**config.mk**
```make
export PLATFORM = sky130hd
export DESIGN_NAME = hdlc_tx_pre
export DESIGN_NICKNAME = d
export VERILOG_FILES = /design/src/rtl/hdlc_tx_pkg.sv /design/src/rtl/hdlc_tx_fcs.sv /design/src/rtl/hdlc_tx_stuff.sv /design/src/rtl/hdlc_tx_seq.sv /design/src/rtl/hdlc_tx_pre.sv
export SDC_FILE = /design/constraint.sdc
export NUM_CORES = 1
export LEC_CHECK = 0
export ABC_AREA = 1
export BUFFER_PORTS_ARGS = -buffer_cell sky130_fd_sc_hd__buf_2
export CORE_MARGIN = 10
export CORE_UTILIZATION = 40
export CTS_CLUSTER_SIZE = 24
export DETAILED_ROUTE_END_ITERATION = 6
export PLACE_DENSITY = 0.57
export SLEW_MARGIN = 40
export SYNTH_ARGS = -nofsm -noshare
export SYNTH_HDL_FRONTEND = slang
export SYNTH_SLANG_ARGS = --single-unit
```
**constraint.sdc**
```tcl
create_clock -name clk -period 4.5 [get_ports clk]
set_input_delay 0.9 -clock clk [delete_from_list [all_inputs] [get_ports clk]]
set_output_delay 0.9 -clock clk [all_outputs]
set_load 0.02 [all_outputs]
```
**src/rtl/hdlc_tx_pkg.sv**
```systemverilog
package hdlc_tx_pkg;

    localparam int BYTE_W = 8;
    localparam int FCS_W  = 16;

    localparam logic [BYTE_W-1:0] FLAG_BYTE  = 8'h7E;
    localparam logic [FCS_W-1:0]  FCS_PRESET = 16'hFFFF;
    localparam logic [FCS_W-1:0]  FCS_POLY_R = 16'h8408;

    typedef enum logic [2:0] {
        ST_IDLE  = 3'd0,
        ST_PRE   = 3'd1,
        ST_OPEN  = 3'd2,
        ST_DATA  = 3'd3,
        ST_CRC   = 3'd4,
        ST_CLOSE = 3'd5
    } tx_state_e;

endpackage

```
**src/rtl/hdlc_tx_fcs.sv**
```systemverilog
// Bit-serial frame check accumulator, reflected form (LSB of the register
// is the oldest bit). Exposes the low byte of the next value and the high
// byte of the current value, which are the only slices the sequencer sends.
module hdlc_tx_fcs
    import hdlc_tx_pkg::*;
#(
    parameter logic [FCS_W-1:0] POLY   = FCS_POLY_R,
    parameter logic [FCS_W-1:0] PRESET = FCS_PRESET
) (
    input  logic              clk,
    input  logic              rst_n,
    input  logic              preset_i,
    input  logic              update_i,
    input  logic              din_i,
    output logic [BYTE_W-1:0] lo_next_o,
    output logic [BYTE_W-1:0] hi_now_o
);

    logic [FCS_W-1:0] acc_q;
    logic [FCS_W-1:0] acc_d;
    logic             fb;

    always_comb begin
        fb    = acc_q[0] ^ din_i;
        acc_d = (acc_q >> 1) ^ (fb ? POLY : '0);
    end

    always_ff @(posedge clk or negedge rst_n) begin
        if (!rst_n) begin
            acc_q <= PRESET;
        end else if (preset_i) begin
            acc_q <= PRESET;
        end else if (update_i) begin
            acc_q <= acc_d;
        end
    end

    assign lo_next_o = acc_d[BYTE_W-1:0];
    assign hi_now_o  = acc_q[FCS_W-1:BYTE_W];

endmodule

```
**src/rtl/hdlc_tx_stuff.sv**
```systemverilog
// Counts consecutive content 1s already placed on the line and requests one
// inserted 0 once the run reaches RUN_LEN.
module hdlc_tx_stuff #(
    parameter int RUN_LEN = 5
) (
    input  logic clk,
    input  logic rst_n,
    input  logic tick_i,
    input  logic content_i,
    input  logic bit_i,
    output logic stuff_o
);

    localparam int RW = $clog2(RUN_LEN + 1);

    logic [RW-1:0] run_q;

    assign stuff_o = (run_q == RW'(RUN_LEN));

    always_ff @(posedge clk or negedge rst_n) begin
        if (!rst_n) begin
            run_q <= '0;
        end else if (tick_i) begin
            if (stuff_o) begin
                run_q <= '0;
            end else if (content_i && bit_i) begin
                run_q <= run_q + RW'(1);
            end else begin
                run_q <= '0;
            end
        end
    end

endmodule

```
**src/rtl/hdlc_tx_seq.sv**
```systemverilog
// Frame sequencer: state register, byte shifter, preamble repeat counter.
module hdlc_tx_seq
    import hdlc_tx_pkg::*;
#(
    parameter int CNT_W = 4
) (
    input  logic              clk,
    input  logic              rst_n,
    input  logic              bit_en,
    input  logic              fifo_empty,
    input  logic [BYTE_W-1:0] fifo_data,
    input  logic              fifo_last,
    input  logic [BYTE_W-1:0] cfg_pre_pattern,
    input  logic [CNT_W-1:0]  cfg_pre_count,
    input  logic              cfg_crc_bypass,
    input  logic              stuff_req_i,
    input  logic [BYTE_W-1:0] fcs_lo_next_i,
    input  logic [BYTE_W-1:0] fcs_hi_i,
    output logic              fifo_rd,
    output logic              tx_out,
    output logic              fcs_preset_o,
    output logic              fcs_update_o,
    output logic              line_bit_o,
    output logic              content_o,
    output tx_state_e         state_o,
    output logic              bypass_o
);

    localparam int BCW = $clog2(BYTE_W);
    localparam logic [BCW-1:0] LAST_BIT = BCW'(BYTE_W - 1);

    tx_state_e         state_q, state_d;
    logic [BYTE_W-1:0] sh_q,    sh_d;
    logic [BCW-1:0]    bcnt_q,  bcnt_d;
    logic [CNT_W-1:0]  rep_q,   rep_d;
    logic [BYTE_W-1:0] pat_q,   pat_d;
    logic              last_q,  last_d;
    logic              half_q,  half_d;
    logic              byp_q,   byp_d;
    logic              tx_q,    tx_d;
    logic              shift_tick;
    logic              byte_end;

    assign shift_tick = bit_en && !stuff_req_i;
    assign byte_end   = shift_tick && (bcnt_q == LAST_BIT);

    // State and datapath register
    always_ff @(posedge clk or negedge rst_n) begin
        if (!rst_n) begin
            state_q <= ST_IDLE;
            sh_q    <= FLAG_BYTE;
            bcnt_q  <= '0;
            rep_q   <= '0;
            pat_q   <= '0;
            last_q  <= 1'b0;
            half_q  <= 1'b0;
            byp_q   <= 1'b0;
            tx_q    <= 1'b1;
        end else begin
            state_q <= state_d;
            sh_q    <= sh_d;
            bcnt_q  <= bcnt_d;
            rep_q   <= rep_d;
            pat_q   <= pat_d;
            last_q  <= last_d;
            half_q  <= half_d;
            byp_q   <= byp_d;
            tx_q    <= tx_d;
        end
    end

    // Next-state and next-byte selection
    always_comb begin
        state_d = state_q;
        sh_d    = sh_q;
        bcnt_d  = bcnt_q;
        rep_d   = rep_q;
        pat_d   = pat_q;
        last_d  = last_q;
        half_d  = half_q;
        byp_d   = byp_q;
        tx_d    = tx_q;

        if (bit_en) begin
            if (stuff_req_i) begin
                tx_d = 1'b0;
            end else begin
                tx_d   = sh_q[0];
                sh_d   = sh_q >> 1;
                bcnt_d = bcnt_q + BCW'(1);
            end
        end

        if (byte_end) begin
            unique case (state_q)
                ST_IDLE: begin
                    sh_d = FLAG_BYTE;
                    if (!fifo_empty) begin
                        byp_d = cfg_crc_bypass;
                        if (cfg_pre_count != '0) begin
                            state_d = ST_PRE;
                            pat_d   = cfg_pre_pattern;
                            sh_d    = cfg_pre_pattern;
                            rep_d   = cfg_pre_count - CNT_W'(1);
                        end else begin
                            state_d = ST_OPEN;
                        end
                    end
                end
                ST_PRE: begin
                    if (rep_q == '0) begin
                        state_d = ST_OPEN;
                        sh_d    = FLAG_BYTE;
                    end else begin
                        rep_d = rep_q - CNT_W'(1);
                        sh_d  = pat_q;
                    end
                end
                ST_OPEN: begin
                    state_d = ST_DATA;
                    sh_d    = fifo_data;
                    last_d  = fifo_last;
                end
                ST_DATA: begin
                    if (!last_q) begin
                        sh_d   = fifo_data;
                        last_d = fifo_last;
                    end else if (byp_q) begin
                        state_d = ST_CLOSE;
                        sh_d    = FLAG_BYTE;
                    end else begin
                        state_d = ST_CRC;
                        sh_d    = ~fcs_lo_next_i;
                        half_d  = 1'b0;
                    end
                end
                ST_CRC: begin
                    if (!half_q) begin
                        half_d = 1'b1;
                        sh_d   = ~fcs_hi_i;
                    end else begin
                        state_d = ST_CLOSE;
                        sh_d    = FLAG_BYTE;
                    end
                end
                ST_CLOSE: begin
                    state_d = ST_IDLE;
                    sh_d    = FLAG_BYTE;
                end
                default: begin
                    state_d = ST_IDLE;
                    sh_d    = FLAG_BYTE;
                end
            endcase
        end
    end

    // Outputs
    always_comb begin
        fifo_rd      = byte_end &&
                       ((state_q == ST_OPEN) || ((state_q == ST_DATA) && !last_q));
        fcs_preset_o = (state_q != ST_DATA) && (state_q != ST_CRC);
        fcs_update_o = shift_tick && (state_q == ST_DATA);
        content_o    = (state_q == ST_DATA) || (state_q == ST_CRC);
        line_bit_o   = sh_q[0];
        tx_out       = tx_q;
        state_o      = state_q;
        bypass_o     = byp_q;
    end

endmodule

```
**src/rtl/hdlc_tx_pre.sv**
```systemverilog
module hdlc_tx_pre
    import hdlc_tx_pkg::*;
#(
    parameter int CNT_W   = 4,
    parameter int RUN_LEN = 5
) (
    input  logic              clk,
    input  logic              rst_n,
    input  logic              bit_en,
    input  logic              fifo_empty,
    input  logic [BYTE_W-1:0] fifo_data,
    input  logic              fifo_last,
    output logic              fifo_rd,
    input  logic [BYTE_W-1:0] cfg_pre_pattern,
    input  logic [CNT_W-1:0]  cfg_pre_count,
    input  logic              cfg_crc_bypass,
    output logic              tx_out
);

    logic              stuff_w;
    logic              fcs_preset_w;
    logic              fcs_update_w;
    logic              line_bit_w;
    logic              content_w;
    logic [BYTE_W-1:0] fcs_lo_w;
    logic [BYTE_W-1:0] fcs_hi_w;
    tx_state_e         state_w;
    logic              bypass_w;

    hdlc_tx_seq #(
        .CNT_W (CNT_W)
    ) u_seq (
        .clk             (clk),
        .rst_n           (rst_n),
        .bit_en          (bit_en),
        .fifo_empty      (fifo_empty),
        .fifo_data       (fifo_data),
        .fifo_last       (fifo_last),
        .cfg_pre_pattern (cfg_pre_pattern),
        .cfg_pre_count   (cfg_pre_count),
        .cfg_crc_bypass  (cfg_crc_bypass),
        .stuff_req_i     (stuff_w),
        .fcs_lo_next_i   (fcs_lo_w),
        .fcs_hi_i        (fcs_hi_w),
        .fifo_rd         (fifo_rd),
        .tx_out          (tx_out),
        .fcs_preset_o    (fcs_preset_w),
        .fcs_update_o    (fcs_update_w),
        .line_bit_o      (line_bit_w),
        .content_o       (content_w),
        .state_o         (state_w),
        .bypass_o        (bypass_w)
    );

    hdlc_tx_fcs u_fcs (
        .clk       (clk),
        .rst_n     (rst_n),
        .preset_i  (fcs_preset_w),
        .update_i  (fcs_update_w),
        .din_i     (line_bit_w),
        .lo_next_o (fcs_lo_w),
        .hi_now_o  (fcs_hi_w)
    );

    hdlc_tx_stuff #(
        .RUN_LEN (RUN_LEN)
    ) u_stuff (
        .clk       (clk),
        .rst_n     (rst_n),
        .tick_i    (bit_en),
        .content_i (content_w),
        .bit_i     (line_bit_w),
        .stuff_o   (stuff_w)
    );

endmodule

```
==> impl_metrics.py, run 1 <==
metrics = {
    "clock_network": {
        "cts_buffers": 5,
        "tritoncts": "yes",
        "post_cts_buffers": 0,
        "cts-resized-gates": 0,
        "cts_hold_buf": 0,
        "path_clk_slew_ns": 0.10,
        "htreeDepth": 2,
        "clockBufferDepth": 2,
        "root_buffer": "clkbuf_8",
        "clkSinkCount": 49,
        "insertion_delay_ns": 0.31,
    },
    "worst_setup_path": {
        "worst-endpoint-required_ns": 3.60,
        "cp_cell_sequence": "ha_1 -> ha_1 -> nand3_1 -> nor2_1 -> buf_2",
        "start_kind": "flip-flop",
        "cpMostUsedCell": "ha_1",
        "crit_path_end_kind": "output port",
        "slowest_delay_ns": 0.39,
        "cp.arrival_ns": 1.85,
        "cp_max_fo": 12,
        "crit_type": "reg2out",
        "cp_slowest_cell": "dfrtp_1",
    },
    "timing": {
        "post-route-period-util": 0.610,
        "rsz0062_at_grt": "no",
        "setup_viol": 0,
        "slew_headroom": 0.492,
        "finalHoldViolations": 0,
        "skew_ns": 0.0114,
        "layout_min_cycle_time_ns": 2.75,
        "holdWs_ns": 0.475,
        "worst_pin_slew_ns": 0.761,
        "fmax_mhz": 364,
        "fin_setup_tns_ns": 0,
        "drv_slew": 0,
    },
    "global_route": {
        "antenna_found_initial": 0,
        "grt_max_degree": 31,
        "grt_pass1_wl_um": 11600,
        "grt_util_all_layers": 0.127,
        "grt.overflow.total": 0,
        "first_global_vias": 2222,
    },
    "placed_design": {
        "gp_congestion": 0.854,
        "hpwl_um": 5350,
        "port_buffers": 27,
    },
    "route": {
        "ant_nets": 0,
        "vias_per_cell": 4.87,
        "drt-met1-wl_um": 3670,
        "wl_met2_um": 3040,
        "drt_first_iter_violations": 211,
        "drtPass1Iterations": 4,
        "wl_met3_um": 305,
        "wl_per_cell_um": 13.9,
        "dr_total_vias": 2488,
        "drc": 0,
        "wl_um": 7090,
        "highest-signal-layer": "met4",
    },
    "pwr": {
        "p_leak_uw": 0.00159,
        "p_per_area_mw_per_mm2": 553,
        "ir_drop_mv": 0.203,
    },
    "layout": {
        "drive_above_1_share": 0.222,
        "nets": 445,
        "diodes": 0,
        "n_fill_cell": 731,
        "area_delta_synth_final_pct": 10.9,
        "seqCellArea_mm2": 0.00125,
        "post-route-util": 0.465,
        "multi_input_comb_area_mm2": 0.00141,
    },
    "synth": {
        "ys_types": 33,
        "synthCells": 388,
        "syn_avg_cell_area_um2": 7.46,
        "syn_nets": 419,
        "ys_top_cells_by_area": "dfrtp_1 22%, dfstp_2 21%, nand2_1 17%",
        "syn_area_mm2": 0.00290,
        "synth_edf_count": 0,
        "ys.flop_type": "dfrtp_1",
        "yosysWarnings": 0,
        "ys_async_sr_fraction": 1.00,
        "synth_top_cell_by_area": "dfrtp_1",
        "yosys.area.top_type_share": 0.225,
        "synth-seq-cells": 49,
        "seq_area_frac_synth": 0.433,
    },
    "floorplan": {
        "start_util": 0.419,
        "coreArea_mm2": 0.00691,
        "rows": 30,
        "die_x_um": 105,
        "die_h_um": 105,
        "ios": 28,
        "die-area_mm2": 0.0110,
    },
    "run_status": {
        "status": "finished, final reports clean",
    },
    "run": {
        "maxCapViolCount": 0,
    },
    "hold_path": {
        "hold_class": "reg2reg",
    },
}
==> report_power, final <==
part	internal [uW]	switching (uW)
combinational	238	507
clock	181	161
sequential	594	95.8
==> cells by family after synthesis <==
kind of cell / after synthesis / synth area share
simple gates: 212 / 0.325
flops: 49 / 0.433
buf+inv: 53 / 0.0808
compound gates: 66 / 0.130
fa+ha+maj: 5 / 0.0216
xor+xnor: 3 / 0.00908
==> flip-flops by register name, indices dropped and copies added, names as in the netlist <==
| name | cells |
|---|---|
| u_stuff.run_q | 3 |
| u_seq.half_q | 1 |
| u_seq.bcnt_q | 3 |
| u_seq.rep_q | 4 |
| u_seq.state_o | 3 |
| u_seq.tx_out | 1 |
| u_seq.last_q | 1 |
| u_seq.pat_q | 8 |
| u_seq.sh_q | 8 |
| u_seq.bypass_o | 1 |
| u_fcs.acc_q | 16 |
==> Yosys cell counts (2+ instances only) <==
master,instances
nand2_1,133
inv_1,38
o21ai_0,28
dfrtp_1,26
nor2_1,26
nand3_1,24
dfstp_2,23
a21oi_1,19
nand4_1,8
o21ai_1,8
nor2_4,6
ha_1,5
nand2_2,5
o21ai_2,5
inv_2,4
nor2_2,4
a21oi_2,3
buf_6,3
buf_2,2
buf_4,2
clkbuf_1,2
or2_2,2
xnor2_1,2
==> per-layer routing <==
| metal | vias up | GRT usage |
|---|---|---|
| met5 | - | 0 |
| met4 | 0 | 0.0353 |
| met3 | 7 | 0.0270 |
| met2 | 48 | 0.178 |
| met1 | 1135 | 0.190 |
| li1 | 1298 | - |
==> placed cells by master, fill, tap and decap left out, types with 2 or more instances in the layout <==
cell,instances
nand2_1,133
inv_1,38
o21ai_0,28
buf_2,27
nor2_1,26
dfrtp_1,26
nand3_1,24
dfstp_2,23
a21oi_1,19
o21ai_1,8
nand4_1,8
nor2_4,6
clkbuf_8,6
o21ai_2,5
nand2_2,5
ha_1,5
inv_2,4
nor2_2,4
a21oi_2,3
xnor2_1,2
or2_2,2
==> per-stage QoR <==
step           area, um^2  instances  total power [uW]  setup WS (ns)
6_report             3210        511              1780           1.75
5_1_grt              3210        511              1930           1.57
4_1_cts              3210        511              1790           1.74
3_5_place_dp         3090        503              1450           1.82
3_3_place_gp         3090        503              1440           1.79
2_1_floorplan        2900        388              1280           2.13
==> area by class of cell <==
| cell class | instances | area share |
|---|---|---|
| multi-input combinational | 286 | 0.438 |
| clock buffer | 6 | 0.0257 |
| clock inverter | 2 | 0.0117 |
| tap | 96 | 0.0374 |
| sequential | 49 | 0.391 |
| inverter | 44 | 0.0522 |
| timing repair buffer | 28 | 0.0444 |
==> path summary, 6_finish.rpt <==
| kind | slack [ns] | to | depth (start not counted) | start |
|---|---|---|---|---|
| max | 1.75 | fifo_rd | 5 | u_seq.bcnt_q[0] |
| min | 0.47 | u_seq.sh_q[5] | 2 | u_seq.sh_q[5] |
| max reg2reg | 2.32 | u_seq.state_o[1] | 8 | u_seq.bcnt_q[0] |
| min reg2reg | 0.47 | u_seq.sh_q[5] | 2 | u_seq.sh_q[5] |
| max in group asynchronous | 3.16 | u_fcs.acc_q[14] | 2 | rst_n |
| min in group asynchronous | 0.53 | u_seq.bcnt_q[0] | 1 | rst_n |
==> worst max-delay path, delay by kind of cell, from the launching register on <==
family                     cells  cell delay (ns)
buffers and inverters          1             0.19
adders and majority gates      2             0.37
and+or+nand+nor                2             0.59
DFF                            1             0.39
(Power assumes the default switching activity.)
==> inputs of run 2 (changes only) <==
==> constraint.sdc (replaced) <==
create_clock -name clk -period 2.59 [get_ports clk]
set_input_delay 0.518 -clock clk [delete_from_list [all_inputs] [get_ports clk]]
set_output_delay 0.518 -clock clk [all_outputs]
set_load 0.02 [all_outputs]
==> impl_metrics.py, run 2 (synthesis results as in run 1) <==
metrics = {
    "placed_design": {
        "dpl-instance-area_mm2": 0.00311,
        "gp_congestion": 0.822,
        "hpwl_um": 5640,
        "port_buffers": 27,
    },
    "worst_setup_path": {
        "cp.arrival_ns": 1.81,
        "crit_type": "reg2out",
        "crit_family": "simple AND/OR/NAND/NOR gates",
        "cp_cell_sequence": "ha_1 -> ha_1 -> nand3_1 -> nor2_1 -> buf_2",
        "cp_slowest_cell": "nand3_1",
        "cp-startpoint": "u_seq.bcnt_q[0]",
        "slowest_delay_ns": 0.41,
        "worst-endpoint-required_ns": 2.07,
        "cp_max_fo": 12,
        "crit_path_end_kind": "output port",
        "reg2reg_from": "u_seq.bcnt_q[0]",
        "crit_buf_inv": 1,
        "start_kind": "flip-flop",
        "cpMostUsedCell": "ha_1",
    },
    "pwr": {
        "switching_share": 0.446,
        "p_seq_frac": 0.402,
        "intPower_uw": 1650,
        "p_per_area_mw_per_mm2": 931,
        "ir_drop_mv": 0.413,
        "combinationalPowerShare": 0.442,
        "clkPwrFrac": 0.157,
        "p_leak_uw": 0.00160,
        "power_switching_uw": 1330,
    },
    "timing": {
        "skew_ns": 0.0149,
        "slew_headroom": 0.502,
        "post-route-period-util": 0.898,
        "layout_min_cycle_time_ns": 2.33,
        "fin_setup_tns_ns": 0,
        "drv_slew": 0,
        "rsz0062_at_grt": "no",
        "finalHoldViolations": 0,
        "worst_pin_slew_ns": 0.745,
        "setup_viol": 0,
        "fmax_mhz": 430,
    },
    "clock_network": {
        "insertion_delay_ns": 0.31,
        "tritoncts": "yes",
        "clockBufferDepth": 2,
        "cts-resized-gates": 0,
        "path_clk_slew_ns": 0.10,
        "clkSinkCount": 49,
        "post_cts_buffers": 0,
        "cts_buffers": 5,
        "root_buffer": "clkbuf_8",
        "htreeDepth": 2,
        "cts_hold_buf": 0,
    },
    "layout": {
        "drive_above_1_share": 0.225,
        "area_delta_synth_final_pct": 10.6,
        "largest_register_ffs": 16,
        "nets": 448,
        "regMostFlops": "u_fcs.acc_q",
        "diodes": 0,
        "finalInstanceArea_mm2": 0.00320,
        "final_common_cell": "nand2_1",
        "layout_common_cells": "133 x nand2_1, 38 x inv_1, 28 x o21ai_0, 27 x buf_2",
        "top_regs": "u_fcs.acc_q (16), u_seq.pat_q (8), u_seq.sh_q (8)",
    },
    "floorplan": {
        "start_util": 0.419,
        "rows": 30,
        "die_h_um": 105,
        "die_x_um": 105,
        "ios": 28,
        "die-area_mm2": 0.0110,
        "coreArea_mm2": 0.00691,
    },
    "route": {
        "drc": 0,
        "vias_per_cell": 4.87,
        "ant_nets": 0,
        "wl_um": 7250,
        "wl_per_cell_um": 14.1,
        "drt_first_iter_violations": 163,
        "drtPass1Iterations": 5,
        "dr_total_vias": 2503,
    },
    "global_route": {
        "first_global_vias": 2413,
        "grt_pass1_wl_um": 12000,
        "grt_max_degree": 25,
        "grt_util_all_layers": 0.130,
        "antenna_found_initial": 0,
        "grt.overflow.total": 0,
    },
    "run": {
        "maxCapViolCount": 0,
    },
    "hold_path": {
        "hold_class": "in2async",
    },
    "run_status": {
        "status": "finished, final reports clean",
    },
}
==> run 2: cell types whose count changed in the layout (fill, tap and decap cells not counted) <==
cell,change
clkinvlp_4,-1
clkbuf_8,-1
clkbuf_1,+1
inv_4,+1
bufinv_16,-1
buf_4,+3
clkinv_4,+1
==> run 2: power by group through the flow <==
stage	Clock [uW]	Sequential (uW)	Combinational (uW)
after floorplan	0	1170	1050
after global placement	0	1200	1320
after detailed placement	0	1210	1330
after CTS	480	1200	1330
after global routing	515	1230	1510
final	467	1200	1320
==> run 2: cell type report <==
class	instances	area, um^2
fill	743	3700
timing repair buffer	31	165
multi-input combinational	286	1410
clock inverter	2	15.0
clock buffer	6	72.6
inverter	44	168
sequential	49	1250
tap	96	120
==> run 2: metrics by stage <==
stage                     setup WS, ns   util  total power, uW  hold WS, ns  instances
final                            0.265  0.464             2980        0.164        514
after CTS                        0.246  0.464             3010        0.183        514
after global placement           0.583  0.451             2530        0.457        506
after floorplan                  0.843      -             2220        0.222        388
after global routing             0.122  0.464             3250        0.189        514
after detailed placement         0.509  0.451             2540        0.457        506
==> run 2: path summary, 6_finish.rpt <==
check / cells after the start / endpoint / slack [ns]
worst max register to register: 8 / u_seq.state_o[1] / 0.48
max in group asynchronous: 2 / u_fcs.acc_q[13] / 1.74
worst min-delay path: 1 / u_seq.pat_q[3] / 0.16
min in group clk: 3 / u_seq.bypass_o / 0.42
worst min register to register: 2 / u_seq.sh_q[3] / 0.47
worst max-delay path: 5 / fifo_rd / 0.26
==> run 2: routing by layer <==
metal  share of wire  global-route usage  wire length, um  vias to the layer above
met5               0                   0                0                        -
met4          0.0046              0.0304               33                        0
met3           0.044              0.0264              318                        2
met2            0.45               0.196             3260                       46
met1            0.50               0.186             3640                     1158
li1                -                   -                -                     1297
==> inputs of run 3 (changes only) <==
--- a/config.mk
+++ b/config.mk
@@ -7,7 +7,7 @@
 export LEC_CHECK = 0
 export ABC_AREA = 1
 export BUFFER_PORTS_ARGS = -buffer_cell sky130_fd_sc_hd__buf_2
-export CORE_MARGIN = 10
+export CORE_MARGIN = 2
 export CORE_UTILIZATION = 40
 export CTS_CLUSTER_SIZE = 24
 export DETAILED_ROUTE_END_ITERATION = 6
==> impl_metrics.py, run 3 (synthesis results as in run 1) <==
metrics = {
    "floorplan": {
        "ios": 28,
        "die-area_mm2": 0.00793,
        "start_util": 0.406,
        "coreArea_mm2": 0.00714,
        "die_x_um": 89.1,
        "rows": 31,
        "die_h_um": 89.1,
    },
    "layout": {
        "largest_register_ffs": 16,
        "nets": 448,
        "area_delta_synth_final_pct": 12.3,
        "drive_above_1_share": 0.227,
        "layout_common_cells": "133 x nand2_1, 38 x inv_1, 28 x o21ai_0, 27 x buf_2",
        "regMostFlops": "u_fcs.acc_q",
        "layout.cells.non_filler": 517,
        "final_common_cell": "nand2_1",
        "top_regs": "u_fcs.acc_q (16), u_seq.pat_q (8), u_seq.sh_q (8)",
        "post-route-util": 0.456,
        "n_fill_cell": 780,
        "diodes": 0,
    },
    "worst_setup_path": {
        "cp_max_fo": 12,
        "crit_path_end_kind": "output port",
        "cp_slowest_cell": "dfrtp_1",
        "crit_type": "reg2out",
        "cp_cell_sequence": "ha_1 -> ha_1 -> nand3_1 -> nor2_1 -> buf_2",
        "r2r-end": "u_seq.state_o[1]",
        "rrSetupSlack_ns": 0.52,
        "crit_buf_inv": 1,
        "worst-endpoint-required_ns": 2.07,
        "cp.arrival_ns": 1.79,
        "reg2reg_from": "u_seq.bcnt_q[0]",
        "slowest_delay_ns": 0.39,
        "start_kind": "flip-flop",
        "reg2regPathDepth": 8,
        "crit_family": "simple AND/OR/NAND/NOR gates",
        "cpMostUsedCell": "ha_1",
    },
    "clock_network": {
        "insertion_delay_ns": 0.31,
        "clkSinkCount": 49,
        "path_clk_slew_ns": 0.10,
        "clockBufferDepth": 2,
        "tritoncts": "yes",
        "htreeDepth": 2,
        "root_buffer": "clkbuf_8",
        "cts-resized-gates": 0,
        "post_cts_buffers": 0,
        "cts_buffers": 5,
        "cts_hold_buf": 0,
    },
    "route": {
        "drt_first_iter_violations": 127,
        "wl_per_cell_um": 13.4,
        "dr_total_vias": 2473,
        "drc": 0,
        "wl_um": 6920,
        "vias_per_cell": 4.78,
        "ant_nets": 0,
        "drtPass1Iterations": 4,
    },
    "placed_design": {
        "hpwl_um": 5320,
        "pre_cts_slack_ns": 0.516,
        "port_buffers": 27,
        "gp_congestion": 0.872,
        "place_inst": 509,
    },
    "global_route": {
        "antenna_found_initial": 0,
        "grt.overflow.total": 0,
        "grt_util_all_layers": 0.194,
        "grt_max_degree": 50,
        "first_global_vias": 2366,
        "grt_pass1_wl_um": 11600,
    },
    "timing": {
        "setup_viol": 0,
        "fmax_mhz": 434,
        "skew_ns": 0.00925,
        "slew_headroom": 0.578,
        "drv_slew": 0,
        "fin_setup_tns_ns": 0,
        "rsz0062_at_grt": "no",
        "worst_slack_ns": 0.284,
        "layout_min_cycle_time_ns": 2.31,
        "post-route-period-util": 0.890,
        "finalHoldViolations": 0,
        "worst_pin_slew_ns": 0.632,
    },
    "pwr": {
        "ir_drop_mv": 0.445,
        "p_leak_uw": 0.00162,
        "intPower_uw": 1850,
        "switching_share": 0.418,
        "clkPwrFrac": 0.205,
        "p_seq_frac": 0.379,
        "power_switching_uw": 1330,
        "combinationalPowerShare": 0.416,
        "p_per_area_mw_per_mm2": 978,
    },
    "run": {
        "maxCapViolCount": 0,
    },
    "hold_path": {
        "hold_class": "in2async",
    },
    "run_status": {
        "status": "finished, final reports clean",
    },
}
==> run 3: cell types whose count changed in the layout (fill, tap and decap cells not counted), sizes merged <==
cell | before | now
bufinv | 0 | 2
clkbuf | 6 | 5
inv | 44 | 43
==> run 3: how the worst max path moves through the flow <==
stage,start,end,slack [ns],cells past startpoint
floorplan,u_seq.state_o[2],fifo_rd,0.84,5
global placement,u_stuff.run_q[0],u_seq.state_o[1],0.62,8
detailed placement,u_seq.bcnt_q[0],u_seq.state_o[1],0.52,8
CTS,u_seq.bcnt_q[0],fifo_rd,0.25,5
global route,u_seq.bcnt_q[0],fifo_rd,0.13,5
finish,u_seq.bcnt_q[0],fifo_rd,0.28,5
==> run 3: worst register-to-register path: stages, from the launching register on <==
cell	delay [ns]
dfrtp_1	0.39
ha_1	0.16
ha_1	0.17
nand3_1	0.36
inv_1	0.31
nand2_1	0.14
nor3_4	0.28
o21ai_1	0.10
o21ai_0	0.07
==> run 3: power by group through the flow <==
stage / logic (uW) / clock network [uW] / registers, uW
2_1_floorplan: 1050 / 0 / 1170
3_3_place_gp: 1330 / 0 / 1210
3_5_place_dp: 1340 / 0 / 1220
4_1_cts: 1340 / 670 / 1200
5_1_grt: 1540 / 695 / 1240
6_report: 1320 / 652 / 1200
==> run 3: cell type report <==
type	instances	area, um^2	area share
inverters	44	168	0.0516
well taps	99	124	0.0381
flip-flops and latches	49	1250	0.386
repair buffers	31	165	0.0508
clock buffers	5	68.8	0.0212
multi-input cells	286	1410	0.432
clock inverters	3	65.1	0.0200
==> run 3: per-layer routing <==
layer	track usage	vias up	part of all wire
met3	0.0406	8	0.040
met5	0	-	0
li1	-	1297	-
met1	0.267	1124	0.47
met4	0.0502	0	0.013
met2	0.312	44	0.47
==> run 3: through the flow <==
| step | total power (uW) | hold slack (ns) | cell area, um^2 |
|---|---|---|---|
| floorplan | 2220 | 0.222 | 2900 |
| finish | 3180 | 0.304 | 3250 |
| global route | 3470 | 0.361 | 3250 |
| global placement | 2540 | 0.455 | 3120 |
| detailed placement | 2550 | 0.456 | 3120 |
| CTS | 3220 | 0.336 | 3250 |
